## config.mk

```make
export PLATFORM = sky130hd
export DESIGN_NAME = spi_cfg_regfile
export DESIGN_NICKNAME = d
export VERILOG_FILES = /design/src/rtl/spi_cfg_pkg.sv /design/src/rtl/spi_cfg_frame.sv /design/src/rtl/spi_cfg_bank.sv /design/src/rtl/spi_cfg_regfile.sv
export SDC_FILE = /design/constraint.sdc
export NUM_CORES = 1
export LEC_CHECK = 0
export ABC_CLOCK_PERIOD_IN_PS = 3200
export BUFFER_PORTS_ARGS = -buffer_cell sky130_fd_sc_hd__buf_2
export CAP_MARGIN = 20
export CORE_ASPECT_RATIO = 2
export CORE_MARGIN = 5
export CORE_UTILIZATION = 46
export CTS_CLUSTER_SIZE = 30
export DETAILED_ROUTE_END_ITERATION = 6
export PLACE_DENSITY = 0.69
export SLEW_MARGIN = 20
export SYNTH_ARGS = -nofsm -noshare
export SYNTH_HDL_FRONTEND = slang
export SYNTH_SLANG_ARGS = --single-unit
```

## constraint.sdc

```tcl
create_clock -name spi_clk_i -period 3.2 [get_ports spi_clk_i]
set_input_delay 0.64 -clock spi_clk_i [delete_from_list [all_inputs] [get_ports spi_clk_i]]
set_output_delay 0.64 -clock spi_clk_i [all_outputs]
set_load 0.01 [all_outputs]
```

## src/rtl/spi_cfg_pkg.sv

```systemverilog
package spi_cfg_pkg;
  localparam int ADDR_W = 6;
  localparam int DATA_W = 8;

  typedef enum logic [1:0] {
    CMD_IDLE0 = 2'b00,
    CMD_WR    = 2'b01,
    CMD_RD    = 2'b10,
    CMD_IDLE3 = 2'b11
  } cmd_e;

  localparam logic [ADDR_W-1:0] ADDR_KEY  = 6'h1B;
  localparam logic [ADDR_W-1:0] ADDR_MKEY = 6'h11;
  localparam logic [ADDR_W-1:0] ADDR_MODE = 6'h10;

  localparam logic [DATA_W-1:0] KEY_VAL    = 8'hEB;
  localparam logic [DATA_W-1:0] MKEY_VAL   = 8'hAB;
  localparam logic [DATA_W-1:0] MODE_ALIGN = 8'h11;
  localparam logic [DATA_W-1:0] MODE_NORM  = 8'h01;
endpackage

```

## src/rtl/spi_cfg_frame.sv

```systemverilog
module spi_cfg_frame
  import spi_cfg_pkg::*;
#(
  parameter int AW = ADDR_W,
  parameter int DW = DATA_W
) (
  input  logic          clk_i,
  input  logic          rst_ni,
  input  logic          cs_ni,
  input  logic          si_i,
  output logic          so_o,
  output logic [AW-1:0] rd_addr_o,
  input  logic [DW-1:0] rd_data_i,
  output logic          wr_en_o,
  output logic [AW-1:0] wr_addr_o,
  output logic [DW-1:0] wr_data_o
);
  localparam int HDR_W     = 2 + AW;
  localparam int FRAME_LEN = HDR_W + DW;
  localparam int CNT_W     = $clog2(FRAME_LEN + 1);
  localparam int SR_W      = (HDR_W > DW) ? HDR_W - 1 : DW - 1;

  logic [CNT_W-1:0] cnt_q;
  logic [SR_W-1:0]  sr_q;
  logic [HDR_W-1:0] hdr_q;
  logic [DW-1:0]    rd_sr_q;
  logic             so_q;

  logic [HDR_W-1:0] hdr_now;
  logic [DW-1:0]    word_now;
  logic             hdr_done, last_bit, data_phase, rd_phase;
  cmd_e             cmd;

  assign hdr_now    = {sr_q[HDR_W-2:0], si_i};
  assign word_now   = {sr_q[DW-2:0], si_i};
  assign hdr_done   = !cs_ni && (cnt_q == CNT_W'(HDR_W - 1));
  assign last_bit   = !cs_ni && (cnt_q == CNT_W'(FRAME_LEN - 1));
  assign data_phase = (cnt_q >= CNT_W'(HDR_W)) && (cnt_q < CNT_W'(FRAME_LEN));
  assign cmd        = cmd_e'(hdr_q[HDR_W-1 -: 2]);
  assign rd_phase   = !cs_ni && data_phase && (cmd == CMD_RD);

  assign rd_addr_o = hdr_now[AW-1:0];
  assign wr_en_o   = last_bit && (cmd == CMD_WR);
  assign wr_addr_o = hdr_q[AW-1:0];
  assign wr_data_o = word_now;
  assign so_o      = so_q;

  always_ff @(posedge clk_i or negedge rst_ni) begin
    if (!rst_ni) begin
      cnt_q   <= '0;
      sr_q    <= '0;
      hdr_q   <= '0;
      rd_sr_q <= '0;
    end else if (cs_ni) begin
      cnt_q <= '0;
    end else begin
      sr_q <= {sr_q[SR_W-2:0], si_i};
      if (cnt_q != CNT_W'(FRAME_LEN)) cnt_q <= cnt_q + 1'b1;
      if (hdr_done) begin
        hdr_q   <= hdr_now;
        rd_sr_q <= rd_data_i;
      end else if (data_phase) begin
        rd_sr_q <= {rd_sr_q[DW-2:0], 1'b0};
      end
    end
  end

  // launch on the falling edge so the master samples mid-bit
  always_ff @(negedge clk_i or negedge rst_ni) begin
    if (!rst_ni) so_q <= 1'b0;
    else         so_q <= rd_phase ? rd_sr_q[DW-1] : 1'b0;
  end
endmodule

```

## src/rtl/spi_cfg_bank.sv

```systemverilog
module spi_cfg_bank
  import spi_cfg_pkg::*;
#(
  parameter int DEPTH = 32,
  parameter int AW    = ADDR_W,
  parameter int DW    = DATA_W
) (
  input  logic                clk_i,
  input  logic                rst_ni,
  input  logic                wr_en_i,
  input  logic [AW-1:0]       wr_addr_i,
  input  logic [DW-1:0]       wr_data_i,
  input  logic [AW-1:0]       rd_addr_i,
  output logic [DW-1:0]       rd_data_o,
  output logic [DEPTH*DW-1:0] regs_o,
  output logic                glob_unl_o,
  output logic                mode_unl_o
);
  localparam int IDX_W = (DEPTH > 1) ? $clog2(DEPTH) : 1;

  logic glob_q, mode_q;
  logic [DEPTH-1:0][DW-1:0] arr;

  always_ff @(posedge clk_i or negedge rst_ni) begin
    if (!rst_ni) begin
      glob_q <= 1'b0;
      mode_q <= 1'b0;
    end else if (wr_en_i) begin
      if (wr_addr_i == ADDR_KEY && wr_data_i == KEY_VAL) glob_q <= 1'b1;
      if (glob_q && wr_addr_i == ADDR_MKEY && wr_data_i == MKEY_VAL) mode_q <= 1'b1;
    end
  end

  for (genvar g = 0; g < DEPTH; g++) begin : g_reg
    localparam bit IS_KEY  = (g == int'(ADDR_KEY));
    localparam bit IS_MODE = (g == int'(ADDR_MODE));
    localparam logic [DW-1:0] RST_VAL = IS_MODE ? DW'(MODE_NORM) : '0;

    logic          allow;
    logic [DW-1:0] q;

    if (IS_KEY) begin : g_key
      assign allow = 1'b1;
    end else if (IS_MODE) begin : g_mode
      assign allow = glob_q & mode_q;
    end else begin : g_plain
      assign allow = glob_q;
    end

    always_ff @(posedge clk_i or negedge rst_ni) begin
      if (!rst_ni) q <= RST_VAL;
      else if (wr_en_i && allow && wr_addr_i == AW'(g)) q <= wr_data_i;
    end

    assign arr[g] = q;
  end

  assign regs_o     = arr;
  assign glob_unl_o = glob_q;
  assign mode_unl_o = mode_q;
  assign rd_data_o  = (int'(rd_addr_i) < DEPTH) ? arr[rd_addr_i[IDX_W-1:0]] : '0;
endmodule

```

## src/rtl/spi_cfg_regfile.sv

```systemverilog
module spi_cfg_regfile
  import spi_cfg_pkg::*;
#(
  parameter int DEPTH = 32
) (
  input  logic                    spi_clk_i,
  input  logic                    rst_ni,
  input  logic                    spi_cs_ni,
  input  logic                    spi_si_i,
  output logic                    spi_so_o,
  output logic [DEPTH*DATA_W-1:0] regs_o,
  output logic                    align_o
);
  localparam int MODE_IDX = int'(ADDR_MODE);

  logic [ADDR_W-1:0] rd_addr, wr_addr;
  logic [DATA_W-1:0] rd_data, wr_data;
  logic              wr_en, glob_unl, mode_unl;

  spi_cfg_frame #(.AW(ADDR_W), .DW(DATA_W)) u_frame (
    .clk_i     (spi_clk_i),
    .rst_ni    (rst_ni),
    .cs_ni     (spi_cs_ni),
    .si_i      (spi_si_i),
    .so_o      (spi_so_o),
    .rd_addr_o (rd_addr),
    .rd_data_i (rd_data),
    .wr_en_o   (wr_en),
    .wr_addr_o (wr_addr),
    .wr_data_o (wr_data)
  );

  spi_cfg_bank #(.DEPTH(DEPTH), .AW(ADDR_W), .DW(DATA_W)) u_bank (
    .clk_i      (spi_clk_i),
    .rst_ni     (rst_ni),
    .wr_en_i    (wr_en),
    .wr_addr_i  (wr_addr),
    .wr_data_i  (wr_data),
    .rd_addr_i  (rd_addr),
    .rd_data_o  (rd_data),
    .regs_o     (regs_o),
    .glob_unl_o (glob_unl),
    .mode_unl_o (mode_unl)
  );

  assign align_o = (regs_o[MODE_IDX*DATA_W +: DATA_W] == MODE_ALIGN);
endmodule

```

==> results.ini, run 1 <==
[sta]
tightestPinTransition_ps=1110
finalWorstSetupSlack_ps=-80.0
drv_slew=0
finalClockSkew_ps=20.0
maxSlewHeadroom_pct=26.1
setup_viol=1
rsz0062_at_grt=true
hold_viol=0

[clock_network]
clk_pin_slew_ps=70
cts_tree=done
numCtsBuffers=26
clk_latency_ps=550
clock_path_buffers=3
root_buffer=clkbuf_16
clock_sinks=287
cts_resized=0
htreeDepth=1

[logic_synthesis]
synthCells=874
synth-edff-count=0
synth_area_leaders=dfrtp_1 (54%), mux2_2 (23%), mux4_2 (11%)
synth-adder-area-share_pct=0.283
ys.flop_type=dfrtp_1
synth-simple-area-share_pct=4.92
yosysUniqueCellTypes=48
synth-seq-area-share_pct=54.2
synth_top_family_by_area=multiplexers
synth_top_area_share_pct=53.8
ys_ff_latch=287
synth_fp_nets=881
synthesis.area_per_instance_um2=15.2
synthMuxAreaShare_pct=36.2
synth_compound_area_share_pct=1.79
synth_area_um2=13200
synth_top_cell_by_area=dfrtp_1
ys_warn_count=0
synthArstFlopShare_pct=100
synth_xor_area_share_pct=0.198

[power_and_ir_drop]
p_seq_share_pct=51.2
power.internal_uw=5660
clock_power_share_pct=41.7
switchingPower_uw=1940
ir_drop_uv=481
switching_share_pct=25.5
power.leakage_uw=0.00845
power_per_cell_area_nw_per_um2=474
pwr-share-comb_pct=7.2

[die]
start_util_pct=46.3
die_w_um=130
die_h_um=250
die_area_um2=32500
rows=88
fp.coreArea_um2=28600
io_pins=262

[route]
vias=8890
viasPerCell=5.84
drt-total-wl_mm=38.7
initialDrtViolationCount=604
route.detailed.drc=0
wire_per_inst_um=25.4
ant_nets=0
first_pass_iters=5

[finish]
num_antenna_cells=0
seq_area_um2=7190
drive_gt1_share_pct=62.8
layout_commonest_cell=dfrtp_1
fin_area_um2=16000
fillers=2386
final_core_util_pct=56.0
multiInputGateArea_um2=5750
final_net_count=1150
final_cell_mix=dfrtp_1 (282), mux2_2 (266), buf_2 (259), mux4_2 (66), buf_4 (40)
syn_to_final_growth_pct=21.1

[setup_path]
cpPeakStageDelay_ps=380
r2r_setup_slack_ps=340
critPathBufInv=1
worstPathCellList=buf_2
critPathKind=reg -> out
crit_fanout=1
worst_path_max_delay_cell=dfrtn_1
critical_path_required_ps=2560
cp.arrival_ps=2640
path_delay_family=flip-flops
end_kind=output pin
worstSetupStartpointType=flop

[grt]
first_global_vias=9520
antenna_found_initial=0
grt_first_pass_wirelength_mm=59.8
track_usage_pct=24.1
grt_max_degree=126
grt_overflow=0

[min_path]
hold_path_class=reg -> reg

[run]
cap_violations=0

[placed_design]
dpl_cell_area_um2=15200
portBuffers=261
post-dp-hpwl_mm=27.0
place_congestion=0.851

[status]
violations=negative setup slack
status=finished with violations

[layer usage]
metal	up-vias	wire length, um	GRT usage [%]
li1	3759	-	-
met1	4725	15600	33.1
met2	343	19200	38.4
met3	63	2530	4.22
met4	0	1400	8.71
met5	-	0	0
[power by group through the flow]
stage	combinational [uW]	clock, uW	sequential (uW)
floorplan	411	0	3800
global placement	535	0	3950
detailed placement	547	0	3950
CTS	551	3240	3890
global route	590	3380	3900
finish	544	3170	3890
[path summary, 6_finish.rpt]
| kind | end | from | depth (start not counted) |
|---|---|---|---|
| max reg2reg | u_bank.g_reg[5].q[5]$_DFFE_PN0P_ | u_frame.cnt_q[0]$_DFFE_PN0P_ | 8 |
| min in group asynchronous | u_bank.g_reg[9].q[0]$_DFFE_PN0P_ | rst_ni | 2 |
| min reg2reg | u_bank.mode_unl_o$_DFFE_PN0P_ | u_bank.mode_unl_o$_DFFE_PN0P_ | 1 |
| max in group asynchronous | u_frame.so_o$_DFF_NN0_ | rst_ni | 2 |
| min | u_bank.mode_unl_o$_DFFE_PN0P_ | u_bank.mode_unl_o$_DFFE_PN0P_ | 1 |
| max | spi_so_o | u_frame.so_o$_DFF_NN0_ | 1 |
[per-stage QoR]
stage / total power [uW] / hold WS [ps] / setup TNS (ps) / instances / setup slack, ps
2_1_floorplan: 4210 / 344 / 0 / 874 / 333
3_3_place_gp: 4480 / 454 / 0 / 1474 / 443
3_5_place_dp: 4500 / 459 / 0 / 1474 / 381
4_1_cts: 7670 / 475 / -102 / 1523 / -102
5_1_grt: 7870 / 499 / -122 / 1523 / -122
6_report: 7600 / 474 / -80.0 / 1523 / -80.0
[synth_stat cells (all sizes together), types with 4 or more instances]
| cell type | count |
|---|---|
| o21ai | 9 |
| mux2 | 277 |
| nor2 | 40 |
| o211ai | 11 |
| a31oi | 4 |
| nor3 | 6 |
| dfrtp | 285 |
| nand2 | 26 |
| or3 | 5 |
| inv | 8 |
| mux4 | 66 |
| nand2b | 4 |
| clkbuf | 51 |
| or2 | 7 |
| nand3 | 6 |
| a21oi | 6 |
| mux2i | 16 |
| buf | 16 |
[registers in the layout (all words and copies together), names as in the netlist]
register	count
u_frame.hdr_q	8
u_bank.mode_unl_o	1
u_frame.so_o	1
u_frame.cnt_q	5
u_bank.glob_unl_o	1
u_frame.sr_q	7
u_bank.g.q	256
u_frame.rd_sr_q	8
[area by class of cell]
class / count / share of cell area [%]
clock inverter: 12 / 0.741
tap: 360 / 2.81
multi-input combinational: 512 / 35.9
sequential: 287 / 44.9
inverter: 8 / 0.187
clock buffer: 36 / 4.61
timing repair buffer: 308 / 10.9
[timing repair]
action,4_1_cts,5_1_grt
hold buffers,1,0
endpoints found under the hold margin,34,0
pin swaps,0,0
buffers inserted,0,0
gates cloned,0,0
endpoints found under the setup margin,1,1
[cell families after synthesis]
| kind of cell | after synthesis |
|---|---|
| buf+inv | 75 |
| flops | 287 |
| xor+xnor | 3 |
| simple gates | 111 |
| mux | 359 |
| compound gates | 36 |
| fa+ha+maj | 3 |
(Power assumes the default switching activity.)
==> run 2, diff against run 1 <==
--- a/config.mk
+++ b/config.mk
@@ -6,7 +6,7 @@
 export NUM_CORES = 1
 export LEC_CHECK = 0
 export ABC_CLOCK_PERIOD_IN_PS = 3200
-export BUFFER_PORTS_ARGS = -buffer_cell sky130_fd_sc_hd__buf_2
+export BUFFER_PORTS_ARGS = -buffer_cell sky130_fd_sc_hd__buf_4
 export CAP_MARGIN = 20
 export CORE_ASPECT_RATIO = 2
 export CORE_MARGIN = 5
==> run 2 against run 1 <==
- flip-flop and latch count is the same
- highest routed layer unchanged
- register-to-register slack lost 90 ps
- the run still ends with negative setup slack left
- non-clock buffer count fell by 6
- largest cell class unchanged
- largest power group unchanged
- worst hold slack got worse by 250 ps
- power increased by 1.7%
- worst setup slack improved by 11 ps
- critical endpoint unchanged
- via count decreased by 2.0%
- clock skew is 6.9 ps lower
- critical path depth unchanged
- sequential power hardly changed
==> results.ini, run 2 (same netlist as run 1, synthesis figures left out) <==
[status]
status=finished with violations
violations=negative setup slack

[setup_path]
critical_path_required_ps=2560
critPathKind=reg -> out
path_delay_family=flip-flops
crit_fanout=1
worst_path_max_delay_cell=dfrtn_1
cp.arrival_ps=2630
critPathBufInv=1
worstPathCellList=buf_4
end_kind=output pin
cpPeakStageDelay_ps=380
worstSetupStartpointType=flop

[finish]
final_cell_mix=buf_4 (295), dfrtp_1 (282), mux2_2 (266), mux4_2 (66), clkbuf_16 (27)
fin_area_um2=16700
num_antenna_cells=0
reg_top3=u_bank.g.q (256), u_frame.hdr_q (8), u_frame.rd_sr_q (8)
syn_to_final_growth_pct=25.8
layout_commonest_cell=buf_4
drive_gt1_share_pct=62.7
final_net_count=1144
top_register=u_bank.g.q
finalNonFillerCells=1515
final_core_util_pct=58.2
largest_reg_flops=256

[clock_network]
holdBufCountCts=0
clk_pin_slew_ps=70
clock_sinks=287
cts_resized=0
cts_tree=done
post-cts-setup-buffer-count=0
clock_path_buffers=3
clk_latency_ps=540
htreeDepth=1
root_buffer=clkbuf_16
numCtsBuffers=26

[power_and_ir_drop]
ir_drop_uv=507
power_per_cell_area_nw_per_um2=463
fin_total_pwr_uw=7720
power.leakage_uw=0.00840

[sta]
hold_viol=0
tightestPinTransition_ps=1140
finalClockSkew_ps=13.1
finalWorstSetupSlack_ps=-68.5
drv_slew=0
maxSlewHeadroom_pct=24.3
setup_viol=1
rsz0062_at_grt=true

[die]
die_w_um=130
io_pins=262
fp.coreArea_um2=28600
die_h_um=250
rows=88
die_area_um2=32500
start_util_pct=46.3

[min_path]
hold_path_class=in -> async

[route]
route.detailed.drc=0
wire_per_inst_um=25.2
viasPerCell=5.75
drt-total-wl_mm=38.2
ant_nets=0
first_pass_iters=4
vias=8714
initialDrtViolationCount=588

[grt]
track_usage_pct=23.6
grt_max_degree=176
grt_overflow=0
antenna_found_initial=0
grt_first_pass_wirelength_mm=58.6
first_global_vias=9254

[placed_design]
place_inst=1469
dpl_cell_area_um2=15800
place_congestion=0.870
post-dp-hpwl_mm=26.7
portBuffers=261

[run]
cap_violations=0

==> run 2: cell type report <==
type | instances | area, um^2
Fill cell | 2278 | 12000
Sequential cell | 287 | 7190
Multi-Input combinational cell | 512 | 5750
Timing Repair Buffer | 302 | 2350
Clock buffer | 38 | 777
Tap cell | 360 | 450
Clock inverter | 8 | 118
Inverter | 8 | 30.0
==> run 2: path summary, 6_finish.rpt <==
path	from	end	slack, ps	cells past startpoint
setup reg to reg	u_frame.cnt_q[1]$_DFFE_PN0P_	u_bank.g_reg[7].q[0]$_DFFE_PN0P_	250	8
min in group spi_clk_i	spi_cs_ni	u_frame.cnt_q[4]$_DFFE_PN0P_	420	2
hold reg to reg	u_bank.mode_unl_o$_DFFE_PN0P_	u_bank.mode_unl_o$_DFFE_PN0P_	490	1
setup / recovery	u_frame.so_o$_DFF_NN0_	spi_so_o	-70	1
max in group asynchronous	rst_ni	u_bank.g_reg[17].q[4]$_DFFE_PN0P_	1570	3
hold / removal	rst_ni	u_bank.g_reg[9].q[0]$_DFFE_PN0P_	220	2
==> run 2: where the power goes <==
part | internal (uW) | total (uW) | switching [uW] | leakage, uW
Sequential | 3690 | 3870 | 181 | 0.00397
Combinational | 185 | 559 | 373 | 0.00399
Clock | 1920 | 3290 | 1370 | 0.000440
Total | 5800 | 7720 | 1930 | 0.00840
==> run 2: per-stage QoR <==
stage | TNS, ps | hold slack, ps | setup slack [ps]
detailed placement | 0 | 462 | 305
floorplan | 0 | 344 | 333
CTS | -84.5 | 228 | -84.5
finish | -68.5 | 221 | -68.5
global route | -99.1 | 264 | -99.1
global placement | 0 | 460 | 321
==> run 2: routing by layer <==
layer / vias to the layer above / wire (um) / global-route usage, %
li1: 3758 / - / -
met1: 4590 / 15600 / 32.6
met2: 315 / 19200 / 38.7
met3: 51 / 2550 / 4.30
met4: 0 / 789 / 5.80
met5: - / 0 / 0
==> run 3, diff against run 2 <==
--- a/config.mk
+++ b/config.mk
@@ -9,11 +9,10 @@
 export BUFFER_PORTS_ARGS = -buffer_cell sky130_fd_sc_hd__buf_4
 export CAP_MARGIN = 20
 export CORE_ASPECT_RATIO = 2
-export CORE_MARGIN = 5
 export CORE_UTILIZATION = 46
 export CTS_CLUSTER_SIZE = 30
 export DETAILED_ROUTE_END_ITERATION = 6
-export PLACE_DENSITY = 0.69
+export PLACE_DENSITY = 0.67
 export SLEW_MARGIN = 20
 export SYNTH_ARGS = -nofsm -noshare
 export SYNTH_HDL_FRONTEND = slang
==> run 3 against run 2 <==
- the flow still finishes with violations (negative setup slack)
- final cell count is 0.40% higher
- clock skew shrank 2.7 ps
- via count decreased by 0.69%
- worst hold slack improved by 230 ps
- register-to-register slack better by 210 ps
- critical path type unchanged
- critical endpoint unchanged
- highest routed layer unchanged
==> results.ini, run 3 (same netlist as run 1, synthesis figures left out) <==
[clock_network]
clock_path_buffers=3
htreeDepth=1
cts_tree=done
clk_pin_slew_ps=60
post-cts-setup-buffer-count=0
numCtsBuffers=27
clock_sinks=287
cts_resized=0
clk_latency_ps=540
root_buffer=clkbuf_16

[grt]
grt_max_degree=174
first_global_vias=9290
track_usage_pct=28.3
grt_overflow=0
grt_first_pass_wirelength_mm=60.2
antenna_found_initial=0

[setup_path]
cpPeakStageDelay_ps=380
path_delay_family=flip-flops
worstPathCellList=buf_4
critPathKind=reg -> out
critical_path_required_ps=2560
end_kind=output pin
critPathBufInv=1
crit_fanout=1
cp.arrival_ps=2630
worst_path_max_delay_cell=dfrtn_1
worstSetupStartpointType=flop

[finish]
largest_reg_flops=256
final_cell_mix=buf_4 (301), dfrtp_1 (282), mux2_2 (266), mux4_2 (66), clkbuf_16 (27)
reg_top3=u_bank.g.q (256), u_frame.hdr_q (8), u_frame.rd_sr_q (8)
drive_gt1_share_pct=62.8
num_antenna_cells=0
fin_area_um2=16800
layout_commonest_cell=buf_4
syn_to_final_growth_pct=26.5
final_net_count=1153
top_register=u_bank.g.q

[route]
route.detailed.drc=0
first_pass_iters=4
initialDrtViolationCount=388
drt-total-wl_mm=40.1
wire_per_inst_um=26.4
ant_nets=0
vias=8654
viasPerCell=5.69

[power_and_ir_drop]
power.leakage_uw=0.00846
power_per_cell_area_nw_per_um2=465
ir_drop_uv=447

[status]
violations=negative setup slack
status=finished with violations

[sta]
maxSlewHeadroom_pct=26.0
setup_viol=1
tightestPinTransition_ps=1110
tns_ps=-73.0
finalClockSkew_ps=10.4
hold_viol=0
hold_ws_ps=450
drv_slew=0
finalWorstSetupSlack_ps=-73.0
rsz0062_at_grt=true

[placed_design]
post-dp-hpwl_mm=29.3
place_congestion=0.805
dpl_cell_area_um2=15800
portBuffers=261

[die]
die_area_um2=29500
die_h_um=242
rows=87
die_w_um=122
start_util_pct=46.8
fp.coreArea_um2=28300
io_pins=262

[run]
cap_violations=0

[min_path]
hold_path_class=in -> reg

==> run 3: per-layer routing <==
layer | global-route usage [%] | vias to the layer above | share of wire [%]
li1 | - | 3748 | -
met1 | 30.2 | 4560 | 34
met2 | 53.1 | 253 | 57
met3 | 3.86 | 93 | 4.2
met4 | 13.5 | 0 | 4.7
met5 | 0 | - | 0
==> run 3: repair_timing <==
action,4_1_cts,5_1_grt
hold buffers,1,0
setup endpoints to repair,1,1
gates cloned,0,0
endpoints found under the hold margin,22,0
==> run 3: where the power goes <==
group | internal [uW] | switching, uW
Sequential | 3690 | 149
Clock | 1980 | 1380
Combinational | 184 | 394
==> run 3: final timing paths <==
kind / startpoint / end / slack [ps] / cells after the start
hold reg to reg: u_bank.mode_unl_o$_DFFE_PN0P_ / u_bank.mode_unl_o$_DFFE_PN0P_ / 490 / 1
min in group asynchronous: rst_ni / u_bank.g_reg[5].q[7]$_DFFE_PN0P_ / 530 / 2
setup / recovery: u_frame.so_o$_DFF_NN0_ / spi_so_o / -70 / 1
hold / removal: spi_cs_ni / u_frame.cnt_q[3]$_DFFE_PN0P_ / 450 / 2
max in group asynchronous: rst_ni / u_frame.so_o$_DFF_NN0_ / 940 / 2
setup reg to reg: u_frame.cnt_q[1]$_DFFE_PN0P_ / u_bank.g_reg[16].q[3]$_DFFE_PN0P_ / 460 / 8
==> run 3: worst reg2reg max path, stage by stage (launching register included) <==
cell and delay [ps]:
dfrtp_1 390, ha_1 230, and3_1 170, ha_1 140, nor4b_4 220, nand3b_2 180
or2_1 330, or3_1 600, mux2_4 380
==> run 3: cell type report <==
cell class / count / area [um^2]
fill: 2361 / 11500
clock inverter: 10 / 150
tap: 356 / 445
multi-input combinational: 512 / 5750
sequential: 287 / 7190
timing repair buffer: 310 / 2420
clock buffer: 38 / 767
inverter: 8 / 30.0
==> run 3: metrics by stage <==
| stage | setup WS (ps) | total power [uW] | std cells | util (%) |
|---|---|---|---|---|
| floorplan | 333 | 4210 | 874 | - |
| global placement | 446 | 4490 | 1472 | 55.9 |
| detailed placement | 426 | 4500 | 1472 | 55.9 |
| CTS | -97.2 | 7870 | 1521 | 59.2 |
| global route | -113 | 8050 | 1521 | 59.2 |
| finish | -73.0 | 7790 | 1521 | 59.2 |
